**src/rtl/dpll_pkg.sv**
```systemverilog
package dpll_pkg;
  // round-half-up then arithmetic shift by f fractional bits
  function automatic logic signed [63:0] rnd_shr(input logic signed [63:0] v, input int f);
    return (v + (64'sd1 <<< (f - 1))) >>> f;
  endfunction

  // saturate v into the signed range of w bits
  function automatic logic signed [63:0] sat_w(input logic signed [63:0] v, input int w);
    logic signed [63:0] hi, lo;
    hi = (64'sd1 <<< (w - 1)) - 64'sd1;
    lo = -hi - 64'sd1;
    if (v > hi) return hi;
    if (v < lo) return lo;
    return v;
  endfunction
endpackage

```
**src/rtl/dpll_prefilter.sv**
```systemverilog
module dpll_prefilter
  import dpll_pkg::*;
#(
  parameter int SW = 8,
  parameter int GW = 8,
  parameter int GF = 4,
  parameter int XW = SW + GW + 2
) (
  input  logic                 clk,
  input  logic                 rst,
  input  logic signed [SW-1:0] s_i,
  input  logic                 vld_i,
  input  logic signed [GW-1:0] p_i,
  output logic signed [XW-1:0] x_o
);
  logic signed [SW-1:0] prev_q;
  logic signed [63:0]   diff, prod;

  always_comb begin
    diff = 64'(s_i) - 64'(prev_q);
    prod = 64'(p_i) * diff;
    x_o  = XW'(64'(s_i) + rnd_shr(prod, GF));
  end

  always_ff @(posedge clk) begin
    if (rst)        prev_q <= '0;
    else if (vld_i) prev_q <= s_i;
  end


  pzero_raw_chk: assert property (@(posedge clk) disable iff (rst)
    (p_i == '0) |-> (x_o == XW'(s_i)));
endmodule

```
**src/rtl/dpll_loopfilter.sv**
```systemverilog
module dpll_loopfilter
  import dpll_pkg::*;
#(
  parameter int XW = 18,
  parameter int GW = 8,
  parameter int GF = 4,
  parameter int AW = 20,
  parameter int YW = 24
) (
  input  logic                 clk,
  input  logic                 rst,
  input  logic signed [XW-1:0] x_i,
  input  logic                 vld_i,
  input  logic signed [GW-1:0] g1_i,
  input  logic signed [GW-1:0] g2_i,
  input  logic signed [AW-1:0] init_i,
  input  logic                 load_i,
  output logic signed [YW-1:0] y_nxt_o,
  output logic signed [YW-1:0] y_q
);
  logic signed [AW-1:0] sum_q;
  logic signed [63:0]   gsum, yraw, snext;

  always_comb begin
    gsum    = 64'(g1_i) + 64'(g2_i);
    yraw    = gsum * 64'(x_i) + 64'(g2_i) * 64'(sum_q);
    y_nxt_o = YW'(sat_w(rnd_shr(yraw, GF), YW));
    snext   = 64'(sum_q) + 64'(x_i);
  end

  always_ff @(posedge clk) begin
    if (rst) begin
      sum_q <= '0;
      y_q   <= '0;
    end else begin
      if (vld_i) y_q <= y_nxt_o;
      if (load_i)     sum_q <= init_i;
      else if (vld_i) sum_q <= AW'(sat_w(snext, AW));
    end
  end


  preload_win_chk: assert property (@(posedge clk) disable iff (rst)
    load_i |=> (sum_q == $past(init_i)));

  no_wrap_chk: assert property (@(posedge clk) disable iff (rst)
    (vld_i && !load_i && (x_i >= 0) && (sum_q >= 0)) |=> (sum_q >= $past(sum_q)));

  y_hold_chk: assert property (@(posedge clk) disable iff (rst)
    !vld_i |=> $stable(y_q));
endmodule

```
**src/rtl/dpll_osc.sv**
```systemverilog
module dpll_osc #(
  parameter int PW    = 16,
  parameter int YW    = 24,
  parameter int MINP  = 4
) (
  input  logic                 clk,
  input  logic                 rst,
  input  logic [PW-1:0]        t0_i,
  input  logic signed [YW-1:0] y_nxt_i,
  input  logic                 upd_i,
  output logic                 tick_o
);
  localparam logic signed [63:0] MIN64 = 64'(MINP);
  localparam logic signed [63:0] MAX64 = (64'sd1 <<< PW) - 64'sd1;

  logic [PW-1:0]      per_q, cnt_q, per_nxt;
  logic signed [63:0] pw;

  always_comb begin
    pw = $signed(64'(t0_i)) - 64'(y_nxt_i);
    if (pw < MIN64)      per_nxt = PW'(MINP);
    else if (pw > MAX64) per_nxt = '1;
    else                 per_nxt = PW'(pw);
  end

  always_ff @(posedge clk) begin
    if (rst) begin
      per_q  <= t0_i;
      cnt_q  <= PW'(1);
      tick_o <= 1'b0;
    end else begin
      if (cnt_q >= per_q) begin
        tick_o <= 1'b1;
        cnt_q  <= PW'(1);
      end else begin
        tick_o <= 1'b0;
        cnt_q  <= cnt_q + PW'(1);
      end
      if (upd_i) per_q <= per_nxt;
    end
  end


  per_min_chk: assert property (@(posedge clk) disable iff (rst)
    $past(upd_i) |-> (per_q >= PW'(MINP)));

  tick_single_chk: assert property (@(posedge clk) disable iff (rst)
    tick_o |=> !tick_o);
endmodule

```
**src/rtl/dpll_core.sv**
```systemverilog
module dpll_core #(
  parameter int SW   = 8,
  parameter int GW   = 8,
  parameter int GF   = 4,
  parameter int AW   = 20,
  parameter int YW   = 24,
  parameter int PW   = 16,
  parameter int MIN_PERIOD = 4
) (
  input  logic                 clk,
  input  logic                 rst,
  input  logic signed [SW-1:0] smp_i,
  input  logic                 smp_vld_i,
  input  logic signed [GW-1:0] g1_i,
  input  logic signed [GW-1:0] g2_i,
  input  logic signed [GW-1:0] pgain_i,
  input  logic [PW-1:0]        t0_i,
  input  logic signed [AW-1:0] acc_init_i,
  input  logic                 acc_load_i,
  output logic                 tick_o,
  output logic signed [YW-1:0] y_dbg_o
);
  localparam int XW = SW + GW + 2;

  logic signed [XW-1:0] x_w;
  logic signed [YW-1:0] y_nxt_w;

  dpll_prefilter #(.SW(SW), .GW(GW), .GF(GF), .XW(XW)) u_pre (
    .clk(clk), .rst(rst), .s_i(smp_i), .vld_i(smp_vld_i),
    .p_i(pgain_i), .x_o(x_w)
  );

  dpll_loopfilter #(.XW(XW), .GW(GW), .GF(GF), .AW(AW), .YW(YW)) u_lf (
    .clk(clk), .rst(rst), .x_i(x_w), .vld_i(smp_vld_i),
    .g1_i(g1_i), .g2_i(g2_i), .init_i(acc_init_i), .load_i(acc_load_i),
    .y_nxt_o(y_nxt_w), .y_q(y_dbg_o)
  );

  dpll_osc #(.PW(PW), .YW(YW), .MINP(MIN_PERIOD)) u_osc (
    .clk(clk), .rst(rst), .t0_i(t0_i), .y_nxt_i(y_nxt_w),
    .upd_i(smp_vld_i), .tick_o(tick_o)
  );
endmodule

```
**config.mk**
```make
export PLATFORM = sky130hd
export DESIGN_NAME = dpll_core
export DESIGN_NICKNAME = d
export VERILOG_FILES = /design/src/rtl/dpll_pkg.sv /design/src/rtl/dpll_prefilter.sv /design/src/rtl/dpll_loopfilter.sv /design/src/rtl/dpll_osc.sv /design/src/rtl/dpll_core.sv
export SDC_FILE = /design/constraint.sdc
export NUM_CORES = 1
export LEC_CHECK = 0
export BUFFER_PORTS_ARGS = -buffer_cell sky130_fd_sc_hd__buf_2
export CORE_MARGIN = 3
export CORE_UTILIZATION = 69
export DETAILED_ROUTE_END_ITERATION = 10
export GPL_TIMING_DRIVEN = 0
export PLACE_DENSITY_LB_ADDON = 0.12
export RECOVER_POWER = 100
export SETUP_SLACK_MARGIN = 0.4
export SYNTH_ARGS = -nofsm -noshare
export SYNTH_HDL_FRONTEND = slang
export SYNTH_HIERARCHICAL = 1
export SYNTH_SLANG_ARGS = --single-unit
```
**constraint.sdc**
```tcl
create_clock -name clk -period 35.1 [get_ports clk]
set_clock_uncertainty 0.2 [all_clocks]
set_input_delay 10.53 -clock clk [delete_from_list [all_inputs] [get_ports clk]]
set_output_delay 10.53 -clock clk [all_outputs]
set_load 0.02 [all_outputs]
```
---- After elaboration in Yosys (flattened, before gate mapping) ----
Index checks and enable logic that the tools add are counted.
cells by class
  add/subtract/negate cells ............... 9
  multipliers ............................. 3
  $lt $le $gt $ge ......................... 7
  mux-type cells .......................... 27
  reductions and logical operators ........ 3
operator list
  kind                                                                    number
  20-bit 2-to-1 mux                                                       6
  24-bit 2-to-1 mux                                                       4
  64-bit by 5-bit adder with 64-bit output, second input constant         1
  64-bit adder                                                            1
  64-bit by 17-bit > comparator with 1-bit output, second input constant  1
  64-bit by 4-bit < comparator with 1-bit output, second input constant   1
  16-bit 2-to-1 mux                                                       4
  60-bit by 24-bit > comparator with 1-bit output, second input constant  1
  60-bit by 24-bit < comparator with 1-bit output, second input constant  1
  8-bit by 20-bit multiplier with 28-bit output                           1
  9-bit by 18-bit multiplier with 27-bit output                           1
  17-bit by 24-bit subtractor with 25-bit output                          1
  22-bit by 5-bit adder with 22-bit output, second input constant         1
  20-bit by 18-bit adder with 21-bit output                               1
  21-bit by 20-bit > comparator with 1-bit output, second input constant  1
  21-bit by 20-bit < comparator with 1-bit output, second input constant  1
  8-bit by 18-bit adder with 18-bit output                                1
  8-bit by 9-bit multiplier with 17-bit output                            1
  16-bit by 1-bit adder with 16-bit output, second input constant         1
  16-bit greater-or-equal comparator                                      1
  1-bit 2-to-1 mux                                                        13
  8-bit by 8-bit adder with 9-bit output                                  1
  8-bit by 8-bit subtractor with 9-bit output                             1
  2-bit nonzero test                                                      2
  2-bit OR reduction                                                      1
word-level totals
  register bits ........................... 85
  bits of input ports ..................... 72
  output and inout port bits .............. 25
  word-level logic and storage cells ...... 55

---- Depth between registers and ports, before layout ----
Gate-level depths: netlist (run 1).
  word-level depth ........................ 18
  gate-level depth with buffers ........... 69
  gate-level depth less buffers ........... 66

---- Modules after synthesis ----
Netlist (run 1), hierarchy kept.
by module, submodules not included
  module           times used  cells each  area an instance (um2)  seq. area each (um2)
  dpll_loopfilter  1           1784        15342.2                 880.8
  dpll_prefilter   1           506         4275.4                  160.2
  dpll_osc         1           332         2859.0                  820.8

---- Worst setup path before layout (run 1) ----
No wires, ideal clock.
  kind .................................... in2reg
  start point ............................. input port smp_i[1]
  end point ............................... register u_osc.per_q[1] (data pin)
  library setup time ...................... 0.261 ns
  arrival time ............................ 25.302 ns
  data required time ...................... 34.639 ns
  slack ................................... 9.337 ns
  stages on the path ...................... 63
  path buffers ............................ 2
  path through ............................ ha_1 -> nor2b_1 -> o21ai_2 -> a21boi_1 -> o21a_1 -> o41ai_4 -> mux2_2 -> fa_1 -> fa_1 -> inv_1 -> fa_1 -> inv_1 -> fa_1 -> inv_1 -> ha_1 -> nand3_1 -> o22ai_1 -> o21bai_1 -> [27 not listed] -> a311oi_2 -> xnor2_2 -> a21o_1 -> buf_2 -> nand2_1 -> nand2_1 -> ha_1 -> inv_1 -> fa_1 -> a211oi_2 -> o21a_2 -> o21ai_2 -> a21o_1 -> a21oi_2 -> xnor2_1 -> or4_1 -> o31a_1 -> a221o_1
between the ends
  longest elaborated chain between the ends .. 18
  elaborated cells on any way between the ends .. 22
  those cells by class .................... add/sub: 6; mul: 2; order compare: 4; mux: 10
RTL lines
  item                                                RTL line               text
  start, declared                                     dpll_core.sv:12        input logic signed [SW-1:0] smp_i,
  8-bit by 8-bit subtractor with 9-bit output         dpll_prefilter.sv:20   diff = 64'(s_i) - 64'(prev_q);
  8-bit by 9-bit multiplier with 17-bit output        dpll_prefilter.sv:21   prod = 64'(p_i) * diff;
  22-bit by 5-bit adder with 22-bit output            dpll_pkg.sv:4          return (v + (64'sd1 <<< (f - 1))) >>> f;
  8-bit by 18-bit adder with 18-bit output (*)        dpll_prefilter.sv:22   x_o = XW'(64'(s_i) + rnd_shr(prod, GF));
  via x_w[14]                                         dpll_core.sv:25        logic signed [XW-1:0] x_w;
  9-bit by 18-bit multiplier with 27-bit output (*)   dpll_loopfilter.sv:26  yraw = gsum * 64'(x_i) + 64'(g2_i) * 64'(sum_q);
  64-bit adder (*)                                    dpll_loopfilter.sv:26
  64-bit by 5-bit adder with 64-bit output (*)        dpll_pkg.sv:4
  [4 not listed]                                      --
  24-bit 2-to-1 mux (*)                               dpll_pkg.sv:13         if (v < lo) return lo;
  via y_nxt_w[0]                                      dpll_core.sv:26        logic signed [YW-1:0] y_nxt_w;
  17-bit by 24-bit subtractor with 25-bit output (*)  dpll_osc.sv:20         pw = $signed(64'(t0_i)) - 64'(y_nxt_i);
  64-bit by 17-bit > comparator with 1-bit output     dpll_osc.sv:22         else if (pw > MAX64) per_nxt = '1;
  16-bit 2-to-1 mux                                   dpll_osc.sv:22
  16-bit 2-to-1 mux (*)                               dpll_osc.sv:21         if (pw < MIN64) per_nxt = PW'(MINP);
  16-bit 2-to-1 mux (*)                               dpll_osc.sv:39         if (upd_i) per_q <= per_nxt;
  16-bit 2-to-1 mux (*)                               dpll_osc.sv:27         if (rst) begin
  end signal, assigned                                dpll_osc.sv:28         per_q <= t0_i;
  end signal, assigned                                dpll_osc.sv:39
  end, declared                                       dpll_osc.sv:16         logic [PW-1:0] per_q, cnt_q, per_nxt;
The timed path passes the listed nets; every way through them passes the cells marked *. The select of a mux whose other input is x is not followed.
A chain may end at the register's enable or synchronous reset.

---- Worst setup path after layout (run 1) ----
  start point ............................. input port smp_i[0]
  end point ............................... register u_osc.per_q[10] (data pin)
The elaborated chain is that of the path after synthesis.

==> summary.md, run 1 <==
| Metric | Value |
|---|---|
| Outcome | `finished with violations` |
| Failing checks | `capacitance limit, slew limit` |
| Num CTS Buffers | `9` |
| Mapped Nets | `3275` |
| Average footprint of a synthesized cell | `~8.6 um2` |
| Post-Synth XOR/XNOR Area | `0.0483` |
| Max-capacitance violation count | `1` |
| Critical path capture point type | `flop` |
| Number of hold-repair buffers added at the cts stage | `0` |
| Post-Syn Area | `roughly 22000 um2` |
| Mux contribution to synthesized area | `0.0101` |
| Global router's overall resource usage | `0.345` |
| Weighted congestion at the end of routability-driven global placement | `0.957` |
| Routed WL per cell | `18.2 um` |
| Number of gates resized after cts | `0` |
| Placed wire-length estimate | `between 40000 and 50000 um` |
| Slowest cell on the critical path | `a41oi_1` |
| Share of post-route cells with drive strength above 1 | `0.0480` |
| Standard-cell row count | `65` |
| Number of design-rule violations left by the first detailed-router iteration | `1613` |
| Maximum number of pins on one net before global-route repair | `19` |
| Combinational family with the most area after synthesis | `adder cells` |
| Overall routed net length | `approximately 58000 um` |
| Number of hold violations in the final report | `0` |
| Final period utilization | `0.856` |
| Hold_ws | `~0.3 ns` |
| Clock input transition at the sequential cells of the worst setup and hold paths | `~0.07 ns` |
| Floorplan core area | `~32000 um2` |
| Most used standard cells in the synthesized netlist | `inv_1 (591), fa_1 (384), nand2_1 (238)` |
| Clock root cell | `clkbuf_16` |
| Clock period minus worst slack | `30.05 ns` |
| Multi-input gate area in the final layout | `17900 um2` |
| Critical Path RT | `35.01 ns` |
| Sequential cell area in the final layout | `~1900 um2` |
| Post-synthesis share of cell area spent on and, or, nand and nor gates | `0.175` |
| Via count of the first global-routing pass | `19533` |
| Max-Slew Margin vs Limit | `-0.139` |
| Synth Instances | `around 2600` |
| Cell mode on critical path | `fa_1` |
| Count of different cell masters after synthesis | `84` |
| Clock tree from TritonCTS | `yes` |
| Kind of start point of the critical path | `input port` |
| Hold WC Path Type | `flop to flop` |
| Post-synthesis register bit count | `85` |
| First-pass GRT wire length | `96400 um` |
| Worst slew pin tran | `1.69 ns` |
| Antenna violations before repair | `1` |
| Async S/R FF share, synth | `0` |
| Fraction of post-synthesis cell area in the top cell type by area | `0.342` |
| Maximum level of the CTS H-tree | `3` |
| Setup repair after global routing missed its margin | `false` |
| Via count normalized by instance count | `around 5.9` |
| Area fraction in compound gates after synthesis | `0.117` |
| Core Util, Final | `0.741` |
| IO Count | `a little under 100` |
| Remaining global-route overflow | `0` |
| Maximum cell stage delay along the critical path | `1.33 ns` |
| YS warnings | `6` |
| Diode count | `0` |
| Setup CP Type | `input port to flop` |
| FILL cells | `~2500` |
| Number of buffers between clock root and the deepest sink | `2` |
| Sequential cell area fraction in the yosys report | `0.0828` |
| Synthesis-to-finish area growth | `4.89%` |
| Final count of pins violating max slew | `14` |
| Vert. Die Dim | `about 190 um` |
| Cell types occupying the most area after synthesis | `fa_1 (34%), ha_1 (11%), inv_1 (9.9%)` |
| Leading area contributor after synthesis | `fa_1` |
| Number of enable-type register cells in the synthesized netlist | `16` |
| Die area | `about 35000 um2` |
| Initial standard-cell utilization of the core | `0.707` |
| CTS Sinks | `85` |
| Arrival time at the worst endpoint | `approximately 30 ns` |
| Overall die width | `roughly 190 um` |
| Residual DRC | `0` |
| Library cell with the highest instance count after synthesis | `inv_1` |
| Adder and majority cell fraction of the synthesized area | `0.452` |
| Drt pass-1 iters | `6` |
| Dominant synthesized flop cell | `dfxtp_1` |
| Number of nets in the final layout | `3377` |
| Port-buffer cells | `approximately 90` |
| Highest Clock Rate | `around 0.033 GHz` |
| Post-CTS setup-driven buffer insertion count | `0` |
| Final setup TNS | `0 ns` |
| Clk Latency, worst-skew pair | `0.36 ns` |
| Crit path max fanout | `13` |
| Number of nets still failing antenna checks after routing | `0` |
| Final Setup Violations | `0` |
| Total number of vias | `18595` |
[layout by cell type, fill, tap and decap left out, types with 23 or more instances in the layout]
| master | count |
|---|---|
| nor2b_1 | 35 |
| nand2b_1 | 44 |
| dfxtp_1 | 69 |
| ha_1 | 197 |
| a211oi_1 | 27 |
| xor2_1 | 37 |
| nor2_1 | 119 |
| o21ai_0 | 47 |
| nand2_1 | 238 |
| xnor2_1 | 85 |
| inv_1 | 591 |
| a21o_1 | 42 |
| nand3_1 | 23 |
| nor3_1 | 42 |
| clkbuf_1 | 102 |
| buf_2 | 67 |
| and2_1 | 193 |
| a21oi_1 | 101 |
| fa_1 | 384 |
[layout make-up]
class                      instances  share of cell area
multi-input combinational       1862               0.759
inverter                         591              0.0941
sequential                        85              0.0790
tap                              435              0.0231
timing repair buffer              91              0.0179
buffer                            84              0.0142
clock buffer                       9             0.00955
clock inverter                     7             0.00303
[worst max-delay path: cells and delay by family]
family	cells	cell delay (ns)
simple gates	12	2.31
xor+xnor	1	0.58
mux	1	0.36
fa+ha+maj	17	7.15
compound gates	21	6.75
buf+inv	14	2.21
[flip-flops by register name (all words and copies together) (netlist names)]
signal	flops
u_lf/sum_q	20
u_lf/y_q	24
u_osc/tick_o	1
u_osc/cnt_q	16
u_osc/per_q	16
u_pre/prev_q	8
[final timing paths]
path                            slack, ns  cells past startpoint            start               to
worst max-delay path                 5.05                     66         smp_i[0]  u_osc/per_q[10]
worst min-delay path                 0.29                      2      u_lf/y_q[2]      u_lf/y_q[2]
worst max register to register      15.13                     64  u_pre/prev_q[1]  u_osc/per_q[10]
worst min register to register       0.29                      2      u_lf/y_q[2]      u_lf/y_q[2]
[layer usage]
metal  track usage  share of wire  up-vias
met4         0.134          0.040        0
met1         0.452           0.39     9213
met3        0.0524          0.082      176
met5             0              0        -
met2         0.583           0.48      835
li1              -              -     8371
[per-stage QoR]
stage / instance area, um2 / cells / setup slack (ns)
6_report: 23600 / 3164 / 5.05
5_1_grt: 23600 / 3164 / 4.08
4_1_cts: 23800 / 3164 / 6.90
3_5_place_dp: 23500 / 3148 / 6.61
3_3_place_gp: 23500 / 3148 / 6.93
2_1_floorplan: 22500 / 2622 / 9.34
[cells by family (layout without fill, tap and decap cells)]
| group | after synthesis | count (layout) |
|---|---|---|
| buf+inv | 675 | 782 |
| compound gates | 363 | 363 |
| flops | 85 | 85 |
| fa+ha+maj | 581 | 581 |
| simple gates | 773 | 773 |
| mux | 22 | 22 |
| xor+xnor | 123 | 123 |
Power of run 1 is not shown: default switching activity piles up to over one toggle a cycle in this logic, so the estimate is an artifact.
==> run 2, diff against run 1 <==
--- a/config.mk
+++ b/config.mk
@@ -11,7 +11,7 @@
 export DETAILED_ROUTE_END_ITERATION = 10
 export GPL_TIMING_DRIVEN = 0
 export PLACE_DENSITY_LB_ADDON = 0.12
-export RECOVER_POWER = 100
+export RECOVER_POWER = 25
 export SETUP_SLACK_MARGIN = 0.4
 export SYNTH_ARGS = -nofsm -noshare
 export SYNTH_HDL_FRONTEND = slang
==> run 2 against run 1 <==
Critical path type unchanged. Highest routed layer unchanged. Critical endpoint unchanged. The run now ends clean. Design area is 0.83% higher. Clock-buffer cell count unchanged. Setup slack improved by 2.1 ns.
==> summary.md, run 2 (synthesis results as in run 1) <==
| Metric | Value |
|---|---|
| Outcome | `completed` |
| Number of placed instances, taps included | `3148` |
| Diode count | `0` |
| First-pass GRT wire length | `slightly below 100000 um` |
| Clock period minus worst slack | `between 20 and 30 ns` |
| Num CTS Buffers | `9` |
| Clock tree from TritonCTS | `yes` |
| Number of design-rule violations left by the first detailed-router iteration | `1510` |
| Arrival time at the worst endpoint | `27.85 ns` |
| Overall die width | `186 um` |
| Most common cell after layout, fill and taps aside | `inv_1` |
| Synthesis-to-finish area growth | `5.76%` |
| R2R Setup Slk | `17.13 ns` |
| M1 GR Usage | `0.452` |
| Final cell count without fillers | `3164` |
| Final setup TNS | `0 ns` |
| Number of nets in the final layout | `3377` |
| Maximum cell stage delay along the critical path | `0.73 ns` |
| Number of hold-repair buffers added at the cts stage | `0` |
| IO Count | `97` |
| Total number of vias | `~19000` |
| Remaining global-route overflow | `0` |
| Routed WL per cell | `approximately 18 um` |
| Port-buffer cells | `91` |
| Critical path capture point type | `flop` |
| Met3 Usage GRT | `0.0524` |
| Clk Latency, worst-skew pair | `0.36 ns` |
| Final count of pins violating max slew | `0` |
| Highest Clock Rate | `0.0358 GHz` |
| Global router's overall resource usage | `0.345` |
| Number of gates resized after cts | `0` |
| Floorplan core area | `31800 um2` |
| Largest reg by FF count | `u_lf/y_q` |
| Setup repair after global routing missed its margin | `false` |
| Critical Path RT | `about 35 ns` |
| Standard-cell row count | `65` |
| Placed wire-length estimate | `48600 um` |
| Number of hold violations in the final report | `0` |
| Kind of start point of the critical path | `input port` |
| Largest registers ranked by flip-flop count | `u_lf/y_q x24, u_lf/sum_q x20` |
| Antenna violations before repair | `1` |
| Via count of the first global-routing pass | `just under 20000` |
| Cell mode on critical path | `fa_1` |
| Via count normalized by instance count | `slightly below 6` |
| Weighted congestion at the end of routability-driven global placement | `0.957` |
| Setup CP Type | `input port to flop` |
| Maximum level of the CTS H-tree | `3` |
| Post-CTS setup-driven buffer insertion count | `0` |
| Final period utilization | `0.796` |
| Die area | `34800 um2` |
| Clock root cell | `clkbuf_16` |
| Number of buffers between clock root and the deepest sink | `2` |
| Final Setup Violations | `0` |
| Initial standard-cell utilization of the core | `0.707` |
| Max-capacitance violation count | `0` |
| Vert. Die Dim | `186 um` |
| Drt pass-1 iters | `6` |
| Worst slew pin tran | `approximately 1.4 ns` |
| Residual DRC | `0` |
| Slowest cell on the critical path | `a41oi_2` |
| Max reg flops | `24` |
| Number of nets still failing antenna checks after routing | `0` |
| Fraction of met2 tracks used by global routing | `0.583` |
| Crit path max fanout | `13` |
| Share of post-route cells with drive strength above 1 | `0.0671` |
| Most used cells in the layout excluding fill and tap cells | `inv_1 (591), fa_1 (384), nand2_1 (238)` |
| CTS Sinks | `85` |
| Max-Slew Margin vs Limit | `0.0370` |
| Overall routed net length | `a little under 60000 um` |
| Hold WC Path Type | `flop to flop` |
| Clock input transition at the sequential cells of the worst setup and hold paths | `0.07 ns` |
| Layer with the highest usage after global routing | `met2` |
| Maximum number of pins on one net before global-route repair | `19` |
-- run 2: through the flow --
stage	worst slack, ns	utilization	hold slack, ns	area (um2)
2_1_floorplan	9.34	-	0.260	22500
3_3_place_gp	6.93	0.738	0.275	23500
3_5_place_dp	6.61	0.738	0.287	23500
4_1_cts	6.90	0.748	0.304	23800
5_1_grt	6.24	0.748	0.331	23800
6_report	7.16	0.748	0.297	23800
-- run 2: layout make-up --
| class | count | area (um2) |
|---|---|---|
| Clock buffer | 9 | 225 |
| Timing Repair Buffer | 91 | 447 |
| Inverter | 591 | 2220 |
| Buffer | 84 | 369 |
| Multi-Input combinational cell | 1862 | 18000 |
| Clock inverter | 7 | 71.3 |
| Sequential cell | 85 | 1860 |
| Tap cell | 435 | 544 |
| Fill cell | 2464 | 8030 |
-- run 2: layer usage --
layer	share of wire	routed length (um)
met2	0.49	28100
met5	0	0
met1	0.40	23000
met4	0.036	2080
met3	0.077	4460
-- run 2: critical path: cells and delay by family --
| family | cells | cell delay [ns] |
|---|---|---|
| adder cells (fa/ha/maj) | 17 | 7.11 |
| AO/OA/AOI/OAI | 22 | 5.85 |
| buffers and inverters | 14 | 1.66 |
| AND/OR/NAND/NOR | 11 | 1.56 |
| XOR/XNOR | 2 | 0.76 |
| multiplexers | 1 | 0.32 |
-- run 2: path summary, 6_finish.rpt --
path	from	end	cells past startpoint
worst max-delay path	smp_i[0]	u_osc/per_q[10]	67
worst min-delay path	u_pre/prev_q[3]	u_pre/prev_q[3]	2
worst max register to register	u_pre/prev_q[1]	u_osc/per_q[10]	65
worst min register to register	u_pre/prev_q[3]	u_pre/prev_q[3]	2
Power of run 2 is left out for the same reason.
